--- src/rtl/seglim_loader.sv ---
module seglim_loader #(
  parameter int AW  = 32,
  parameter int TLW = 16
) (
  input  logic           clk,
  input  logic           rst_n,
  input  logic           start,
  input  logic [15:0]    selector,
  input  logic [1:0]     cpl,
  input  logic           opsize32,
  input  logic [AW-1:0]  gdt_base,
  input  logic [TLW-1:0] gdt_limit,
  input  logic [AW-1:0]  ldt_base,
  input  logic [TLW-1:0] ldt_limit,
  output logic           rd_en,
  output logic [AW-1:0]  rd_addr,
  input  logic [63:0]    rd_data,
  output logic           done,
  output logic           zf,
  output logic [1:0]     dest_we,
  output logic [31:0]    dest_data
);
  localparam int CW = ((TLW > 16) ? TLW : 16) + 1;

  typedef enum logic {ST_IDLE, ST_EVAL} st_t;
  st_t st;

  logic [1:0] rpl_q, cpl_q;
  logic       wide_q;

  wire [12:0]    idx      = selector[15:3];
  wire           use_ldt  = selector[2];
  wire           is_null  = (idx == 13'd0) && !use_ldt;
  wire [TLW-1:0] tbl_lim  = use_ldt ? ldt_limit : gdt_limit;
  wire [CW-1:0]  last_off = CW'({idx, 3'b111});
  wire           in_bound = last_off <= CW'(tbl_lim);
  wire           pre_ok   = !is_null && in_bound;

  assign rd_en   = (st == ST_IDLE) && start && pre_ok;
  assign rd_addr = (use_ldt ? ldt_base : gdt_base) + AW'({idx, 3'b000});

  wire [3:0]  d_type  = rd_data[43:40];
  wire        d_s     = rd_data[44];
  wire [1:0]  d_dpl   = rd_data[46:45];
  wire        d_gran  = rd_data[55];
  wire [19:0] raw_lim = {rd_data[51:48], rd_data[15:0]};
  wire [31:0] lim32   = d_gran ? {raw_lim, 12'hFFF} : {12'h000, raw_lim};

  logic sys_ok;
  always_comb begin
    case (d_type)
      4'd1, 4'd2, 4'd3, 4'd9, 4'd11: sys_ok = 1'b1;
      default:                       sys_ok = 1'b0;
    endcase
  end

  wire type_ok = d_s || sys_ok;
  wire conform = d_s && d_type[3] && d_type[2];
  wire priv_ok = conform || ((cpl_q <= d_dpl) && (rpl_q <= d_dpl));
  wire desc_ok = type_ok && priv_ok;

  always_ff @(posedge clk) begin
    if (!rst_n) begin
      st        <= ST_IDLE;
      done      <= 1'b0;
      zf        <= 1'b0;
      dest_we   <= 2'b00;
      dest_data <= 32'd0;
      rpl_q     <= 2'd0;
      cpl_q     <= 2'd0;
      wide_q    <= 1'b0;
    end else begin
      done    <= 1'b0;
      dest_we <= 2'b00;
      case (st)
        ST_IDLE: if (start) begin
          rpl_q  <= selector[1:0];
          cpl_q  <= cpl;
          wide_q <= opsize32;
          if (pre_ok) begin
            st <= ST_EVAL;
          end else begin
            done <= 1'b1;
            zf   <= 1'b0;
          end
        end
        ST_EVAL: begin
          st   <= ST_IDLE;
          done <= 1'b1;
          zf   <= desc_ok;
          if (desc_ok) begin
            dest_we   <= wide_q ? 2'b11 : 2'b01;
            dest_data <= lim32;
          end
        end
        default: st <= ST_IDLE;
      endcase
    end
  end
endmodule

--- config.mk ---
export PLATFORM = sky130hd
export DESIGN_NAME = seglim_loader
export DESIGN_NICKNAME = d
export VERILOG_FILES = /design/src/rtl/seglim_loader.sv
export SDC_FILE = /design/constraint.sdc
export NUM_CORES = 1
export LEC_CHECK = 0
export ABC_CLOCK_PERIOD_IN_PS = 15610
export BUFFER_PORTS_ARGS = -buffer_cell sky130_fd_sc_hd__buf_2
export CORE_AREA = 2 2 97 99
export CTS_CLUSTER_SIZE = 30
export DETAILED_ROUTE_END_ITERATION = 12
export DIE_AREA = 0 0 99 101
export GPL_TIMING_DRIVEN = 0
export PLACE_DENSITY = 0.77
export SETUP_SLACK_MARGIN = 0.4
export SYNTH_ARGS = -nofsm -noshare
export SYNTH_HDL_FRONTEND = slang
export SYNTH_SLANG_ARGS = --single-unit
--- constraint.sdc ---
create_clock -name clk -period 15.61 [get_ports clk]
set_input_delay 3.122 -clock clk [delete_from_list [all_inputs] [get_ports clk]]
set_output_delay 3.122 -clock clk [all_outputs]
set_load 0.005 [all_outputs]
[Word level (Yosys, flattened, before mapping)]
Index checks and enable logic that the tools add are counted.
Widths: inputs -> output; s select.
Storage, ports and cells
  bits in registers: 42
  bits of input ports: 182
  output and inout bits: 69
  word-level logic and storage cells: 52
Cells by class
  add/subtract/negate cells: 1
  magnitude comparators: 3
  equality and inequality tests: 7
  multiplexer cells: 14
  bitwise operators: 1
  reductions and logical operators: 18
Operators by type and width (number)
  $mux 32: 2
  $add 32x16->32: 1
  $le 16x16->1: 1
  $mux 16: 1
  $logic_not 13->1: 1
  $eq 4x2->1 const B: 2
  $eq 4x4->1 const B: 2
  $logic_and 1x1->1: 8
  $mux 1: 7
  $pmux 1 s2: 3
  $reduce_and 2->1: 3
  $reduce_or 5->1: 1
  $eq 4x1->1 const B: 1
  $le 2x2->1: 2
  $ne 2x2->1 const B: 2
  $reduce_and 3->1: 1
  $logic_not 1->1: 2
  $logic_or 1x1->1: 2
  $mux 2: 1
  $not 1->1: 1

[Depth between registers and ports, before layout]
Gate-level depths: netlist of the first run.
  word-level depth: 7
  gate-level depth with buffers: 15
  mapped depth without buffers: 10

[Worst setup path before layout of the first run]
No wires, ideal clock.
  path type: input to output
  start: in selector[2]
  end: out rd_addr[31]
  arrival: 6.379 ns
  data required time: 12.488 ns
  path slack: 6.109 ns
  stages: 14
  buffers on the path: 5
  cells stage by stage: clkbuf_1 buf_2 buf_6 clkbuf_1 mux2_2 ha_1 a21oi_2 o21ai_2 o211ai_2 and4bb_1 or4b_4 buf_6 nor4b_4 xnor2_1
Between the ends
  longest elaborated chain between the ends: 2
Ends and longest elaborated chain
  start, declared: line 8  | input logic [15:0] selector,
  $mux 32: line 40  | assign rd_addr = (use_ldt ? ldt_base : gdt_base) + AW'({idx, 3'b000});
  $add 32x16->32: line 40
  end, declared: line 16  | output logic [AW-1:0] rd_addr,
No other way between the ends.

[Final worst setup path of the first run]
  start: in selector[2]
  end: out rd_addr[30]
The elaborated chain is that of the path after synthesis.

==> results.md, run 1 <==
- CTS H-tree lvls: 2
- Synthesized flop and latch total: 42
- DP Worst Slack: 5140 ps
- Total Die Area: 10000 sq um
- Cell internal pwr: 206 uW
- IO Port Bufs: 213
- Peak fanout along the critical path: 10
- Vias: 4012
- CP max stage delay: 430 ps
- Crit Reg-Reg Endpoint: dest_data[23]
- Final Hold Violating Endpoints: 0
- Syn Nets: 639
- Initial antenna violation count: 0
- Final setup TNS: 0 ps
- Comb pwr share: 41.9%
- Router iterations before antenna repair: 4
- CORE AREA: 8980 sq um
- Pleak: 2.46 nW
- Clock Path Buffers: 2
- Yosys warns: 0
- GRT Util Overall: 22.9%
- Clk_lat worst skew: 290 ps
- Final setup fails: 0
- Clock share of power: 20.9%
- Clk Tree Root Cell: clkbuf_8
- Hold depth: 2
- Placement row count: 35
- Max-cap violations: 0
- Worst vdd rail ir drop: 0.0000550 V
- Share of layout cells above drive strength 1: 39.0%
- CP Launch Type: input pin
- Global-route wire length before repair: 18600 um
- Netlist cell types: 54
- CP Class: in -> out
- Fill cell count: 845
- R2R Setup Slk: 13230 ps
- Cts hold-fix bufs: 0
- Largest net degree at the start of global routing: 13
- Hold WS: 459 ps
- Fmax: 95.1 MHz
- Clock Sinks: 42
- Most common cell after layout, fill and taps aside: buf_2
- Vias in the first global route: 3990
- Cell area power density: 63.2 nW/um^2
- Num ports: 251
- Skew final: 6.86 ps
- Post-DR vias/cell: 5.30
- Die Height: 101 um
- Initial Util: 40.1%
- CP arrival: 7400 ps
- Switching share of total power: 33.4%
- CTS tree: done
- Diodes inserted: 0
- Sw Pwr: 103 uW
- Leading cell types in the layout, fill and taps excluded: buf_2 (215), dfxtp_1 (42), nand2_1 (36)
- CP startpoint: selector[2]
- HP Class: reg -> reg
- Flop pwr share: 37.2%
- Reg2reg start: cpl_q[1]
- Max-slew headroom: 49.7%
- Syn Inst Count: 426
- Post-synth top area cell: dfxtp_1
- Mapped cell area: 3600 sq um
- Slowest cell on the critical path: clkbuf_1
- Min-Delay Startpoint: dest_data[29]
- Syn Area/Cell: 8.45 sq um
- Slew Limit Fails: 0
- Async set-reset flop share out of synthesis: 0%
- Endpoint class of the critical path: output pin
- RSZ-0062 raised after global routing: false
- Setup Buffers After CTS: 0
- Area contributors post-synth: dfxtp_1 (23%), ha_1 (10%), mux2i_1 (8.3%), mux2_2 (5.6%), nand2_1 (3.8%)
- Worst-path clk slew: 80 ps
- Worst path cell trace: buf_2 > clkbuf_1 > buf_2 > buf_6 > clkbuf_1 > mux2_2 > ha_1 > o211a_1 > o21ai_1 > a31oi_1 > a221o_1 > and2_1 > clkbuf_1 > nand4_1 > xor2_1 > buf_2
- DRT antenna net count: 0
- Number of gates resized after CTS: 0
- Number of synthesized flops with an enable pin: 0
- CP required: 12490 ps
- Final wirelength: 12100 um
- CTS Buf Count: 5
- Status: completed
- Register area share after synthesis: 23.3%
- Avg WL per Cell: 15.9 um
- DR iter-0 viols: 143
- Nets: 859
- Post-DP HPWL: 10300 um
- Final min period: 10520 ps
- Worst Hold End: dest_data[29]
- Worst-Margin Slew: 754 ps
- DRC violations left: 0
- Area growth, synth to finish: 35.7%
- FF-to-FF path depth: 10
- Final RePlAce weighted congestion: 0.886
- Worst setup slack after layout: 5090 ps
- Top cell type's share of synthesized area: 23.3%
- GRT overflow: 0
- Die width: 99 um
- Post-synth top flop: dfxtp_1
- Final period utilization: 67.4%
area by class of cell:
class | count | area, sq um | share of cell area (%)
Inverter | 8 | 30.0 | 0.615
Buffer | 25 | 119 | 2.43
Multi-Input combinational cell | 351 | 2610 | 53.4
Clock inverter | 1 | 7.51 | 0.154
Clock buffer | 6 | 72.6 | 1.49
Timing Repair Buffer | 213 | 1070 | 21.8
Tap cell | 111 | 139 | 2.84
Sequential cell | 42 | 841 | 17.2
cells in the mapped netlist, types with 2 or more instances:
cell and instances:
a31oi_1 5, o211a_1 9, o21a_1 3, buf_6 3, nor3_1 13, nand4_1 7
dfxtp_1 42, nand3_1 24, ha_1 30, a32o_1 6, buf_1 2, and3_1 5
o21ai_1 2, clkbuf_1 18, a21boi_0 13, a21oi_2 2, a2bb2oi_1 2, a21oi_1 24
o21ai_0 6, nor2_1 25, mux2i_1 30, nor3b_1 12, a21o_1 5, buf_2 2
mux2_2 18, nor4_1 3, and2_1 4, xnor2_1 13, nor2b_1 18, nor3_2 2
inv_1 8, nand2_1 36, xor2_1 13
worst max-delay path: cells and delay by family:
family	cells	cell delay, ps
buf+inv	7	1970
compound gates	4	990
mux	1	400
fa+ha+maj	1	390
simple gates	2	340
xor+xnor	1	160
how the worst max path moves through the flow:
| stage | endpoint | slack [ps] | cells after the start |
|---|---|---|---|
| 5_1_grt | rd_addr[28] | 4850 | 15 |
| 2_1_floorplan | rd_addr[31] | 6110 | 14 |
| 3_3_place_gp | rd_addr[31] | 5150 | 15 |
| 6_report | rd_addr[30] | 5090 | 16 |
| 3_5_place_dp | rd_addr[31] | 5140 | 15 |
| 4_1_cts | rd_addr[31] | 5130 | 15 |
cells by family (layout without fill, tap and decap cells):
group           after synthesis  in the layout  synth area share, %
simple gates                159            159                 24.0
fa+ha+maj                    31             31                 11.0
buf+inv                      33            253                 4.13
compound gates               87             87                 17.3
flops                        42             42                 23.3
mux                          48             48                 14.0
xor+xnor                     26             26                 6.32
layer usage:
layer | global-route usage (%) | wire length (um)
met5 | 0 | 0
met2 | 44.1 | 6090
met3 | 3.61 | 964
met4 | 6.01 | 203
met1 | 26.0 | 4810
power by group through the flow:
stage	Sequential (mW)	Clock [mW]	Combinational, mW
floorplan	0.117	0	0.0721
global placement	0.117	0	0.126
detailed placement	0.117	0	0.128
CTS	0.115	0.0670	0.129
global route	0.115	0.0705	0.142
finish	0.115	0.0647	0.129
registers in the layout (all words and copies together), names as in the netlist:
| name | cells |
|---|---|
| cpl_q | 2 |
| dest_data | 32 |
| zf | 1 |
| wide_q | 1 |
| done | 1 |
| dest_we | 2 |
| rpl_q | 2 |
| st | 1 |
per-stage QoR:
step	cell area [sq um]	util [%]	std cells	power, mW
floorplan	3600	-	426	0.190
global placement	4810	53.5	750	0.243
detailed placement	4810	53.5	750	0.245
CTS	4890	54.4	757	0.311
global route	4890	54.4	757	0.328
finish	4890	54.4	757	0.309
Power figures use the tool's default switching activity.
==> run 2: changes to the inputs <==
==> config.mk (replaced) <==
export PLATFORM = sky130hd
export DESIGN_NAME = seglim_loader
export DESIGN_NICKNAME = d
export VERILOG_FILES = /design/src/rtl/seglim_loader.sv
export SDC_FILE = /design/constraint.sdc
export NUM_CORES = 1
export LEC_CHECK = 0
export ABC_CLOCK_PERIOD_IN_PS = 10900
export BUFFER_PORTS_ARGS = -buffer_cell sky130_fd_sc_hd__buf_2
export CORE_AREA = 2 2 96 98
export CTS_CLUSTER_SIZE = 30
export DETAILED_ROUTE_END_ITERATION = 12
export DIE_AREA = 0 0 98 100
export GPL_TIMING_DRIVEN = 0
export PLACE_DENSITY = 0.78
export SETUP_SLACK_MARGIN = 0.4
export SYNTH_ARGS = -nofsm -noshare
export SYNTH_HDL_FRONTEND = slang
export SYNTH_SLANG_ARGS = --single-unit
==> constraint.sdc (replaced) <==
create_clock -name clk -period 10.9 [get_ports clk]
set_input_delay 2.18 -clock clk [delete_from_list [all_inputs] [get_ports clk]]
set_output_delay 2.18 -clock clk [all_outputs]
set_load 0.005 [all_outputs]
==> run 2 against run 1 <==
  * Via count up 2.5%
  * Clock power up 93%
  * Die area down 2.0%
  * Core utilization up 0.90 points
  * Critical path depth down 1
  * Combinational power up 43%
  * Power up 54%
  * Setup slack worse by 2900 ps
  * Highest routed layer unchanged
  * Routed wire length down 1.0%
==> results.md, run 2 (same netlist as run 1, synthesis figures left out) <==
- Status: completed
- CP delay by family, top: buffers and inverters
- Total Die Area: 9800 sq um
- Die Height: 100 um
- CP Launch Type: input pin
- Worst-path clk slew: 80 ps
- Worst setup slack after layout: 2170 ps
- Fill cell count: 846
- Slowest cell on the critical path: clkbuf_1
- CP Buf/Inv Count: 6
- DP Cell Count: 750
- Slew Limit Fails: 0
- Pleak: 2.48 nW
- Area of the multi-input gates: 2610 sq um
- Peak fanout along the critical path: 10
- Final period utilization: 80.1%
- Skew final: 7.86 ps
- CORE AREA: 8890 sq um
- Initial antenna violation count: 0
- Overall Power: 475 uW
- Number of gates resized after CTS: 0
- Max-cap violations: 0
- Leading cell types in the layout, fill and taps excluded: buf_2 (215), dfxtp_1 (42), nand2_1 (36)
- Avg WL per Cell: 15.8 um
- Finished Layout Cells: 757
- GRT Util Overall: 23.3%
- Crit path top cell by count: buf_2
- Nets: 859
- Clk Tree Root Cell: clkbuf_8
- GRT overflow: 0
- Max FFs per register: 32
- Final RePlAce weighted congestion: 0.906
- CP Class: in -> out
- Max-slew headroom: 54.3%
- Clock Path Buffers: 2
- Vias: 4113
- Setup Buffers After CTS: 0
- Share of layout cells above drive strength 1: 39.2%
- Post-DP HPWL: 10100 um
- Cell area power density: 96.7 nW/um^2
- Final setup fails: 0
- Post-DR vias/cell: 5.43
- Final setup TNS: 0 ps
- Die width: 98 um
- Fmax: 115 MHz
- Initial Util: 40.5%
- Final Hold Violating Endpoints: 0
- Num ports: 251
- CTS Buf Count: 5
- Worst path cell trace: buf_2 > clkbuf_1 > buf_2 > buf_6 > clkbuf_1 > mux2_2 > ha_1 > o211a_1 > o21ai_1 > a31oi_1 > a221o_1 > nand3_1 > nor4b_1 > xnor2_1 > buf_2
- Hold WS: 460 ps
- DRC violations left: 0
- Cts hold-fix bufs: 0
- CTS tree: done
- Area growth, synth to finish: 36.6%
- Router iterations before antenna repair: 4
- Worst vdd rail ir drop: 0.000114 V
- RSZ-0062 raised after global routing: false
- Clk_lat worst skew: 290 ps
- Vias in the first global route: 4132
- DR iter-0 viols: 86
- Largest net degree at the start of global routing: 13
- Endpoint class of the critical path: output pin
- Largest Register: dest_data
- CP max stage delay: 540 ps
- Placement row count: 35
- CTS H-tree lvls: 2
- Final wirelength: 11900 um
- HP Class: reg -> reg
- Worst-Margin Slew: 685 ps
- DRT antenna net count: 0
- Diodes inserted: 0
- Clock Sinks: 42
- Global-route wire length before repair: 18900 um
- IO Port Bufs: 213
- Register area: 841 sq um
- CP required: 8720 ps
- DP Worst Slack: 2240 ps
- Most common cell after layout, fill and taps aside: buf_2
- Final min period: 8730 ps
- CP arrival: 6550 ps
-- run 2: changes by cell type in the layout (fill, tap and decap cells not counted) --
cell | previous run | this run
clkbuf_8 | 5 | 6
bufinv_16 | 0 | 1
clkinvlp_4 | 1 | 0
clkbuf_1 | 19 | 18
-- run 2: power by group --
part,switching (mW),internal (mW)
clock network,0.0520,0.0733
logic,0.0957,0.0897
registers,0.00391,0.161
total,0.152,0.324
-- run 2: worst paths after layout --
kind / start / to / slack (ps) / depth (start not counted)
worst max-delay path: selector[2] / rd_addr[28] / 2170 / 15
worst min-delay path: dest_data[23] / dest_data[23] / 460 / 2
worst max register to register: cpl_q[1] / dest_data[5] / 8570 / 10
worst min register to register: dest_data[23] / dest_data[23] / 460 / 2
-- run 2: layout make-up --
class | count | area share (%)
Buffer | 25 | 2.42
Sequential cell | 42 | 17.1
Inverter | 8 | 0.611
Timing Repair Buffer | 213 | 21.7
Multi-Input combinational cell | 351 | 53.1
Tap cell | 111 | 2.82
Clock inverter | 1 | 0.611
Clock buffer | 6 | 1.68
-- run 2: worst min-delay path: stages, from the launching register on --
cell	delay [ps]
dfxtp_1	310
nand2_1	50
a21boi_0	60
-- run 2: stage by stage --
| step | utilization, % | instance area [sq um] |
|---|---|---|
| global route | 55.3 | 4920 |
| finish | 55.3 | 4920 |
| global placement | 54.1 | 4810 |
| detailed placement | 54.1 | 4810 |
| floorplan | - | 3600 |
| CTS | 55.3 | 4920 |
-- run 2: routing by layer --
metal | part of all wire [%] | track usage, %
met2 | 54 | 46.8
met3 | 7.4 | 4.04
met4 | 2.1 | 7.05
met1 | 37 | 24.5
met5 | 0 | 0
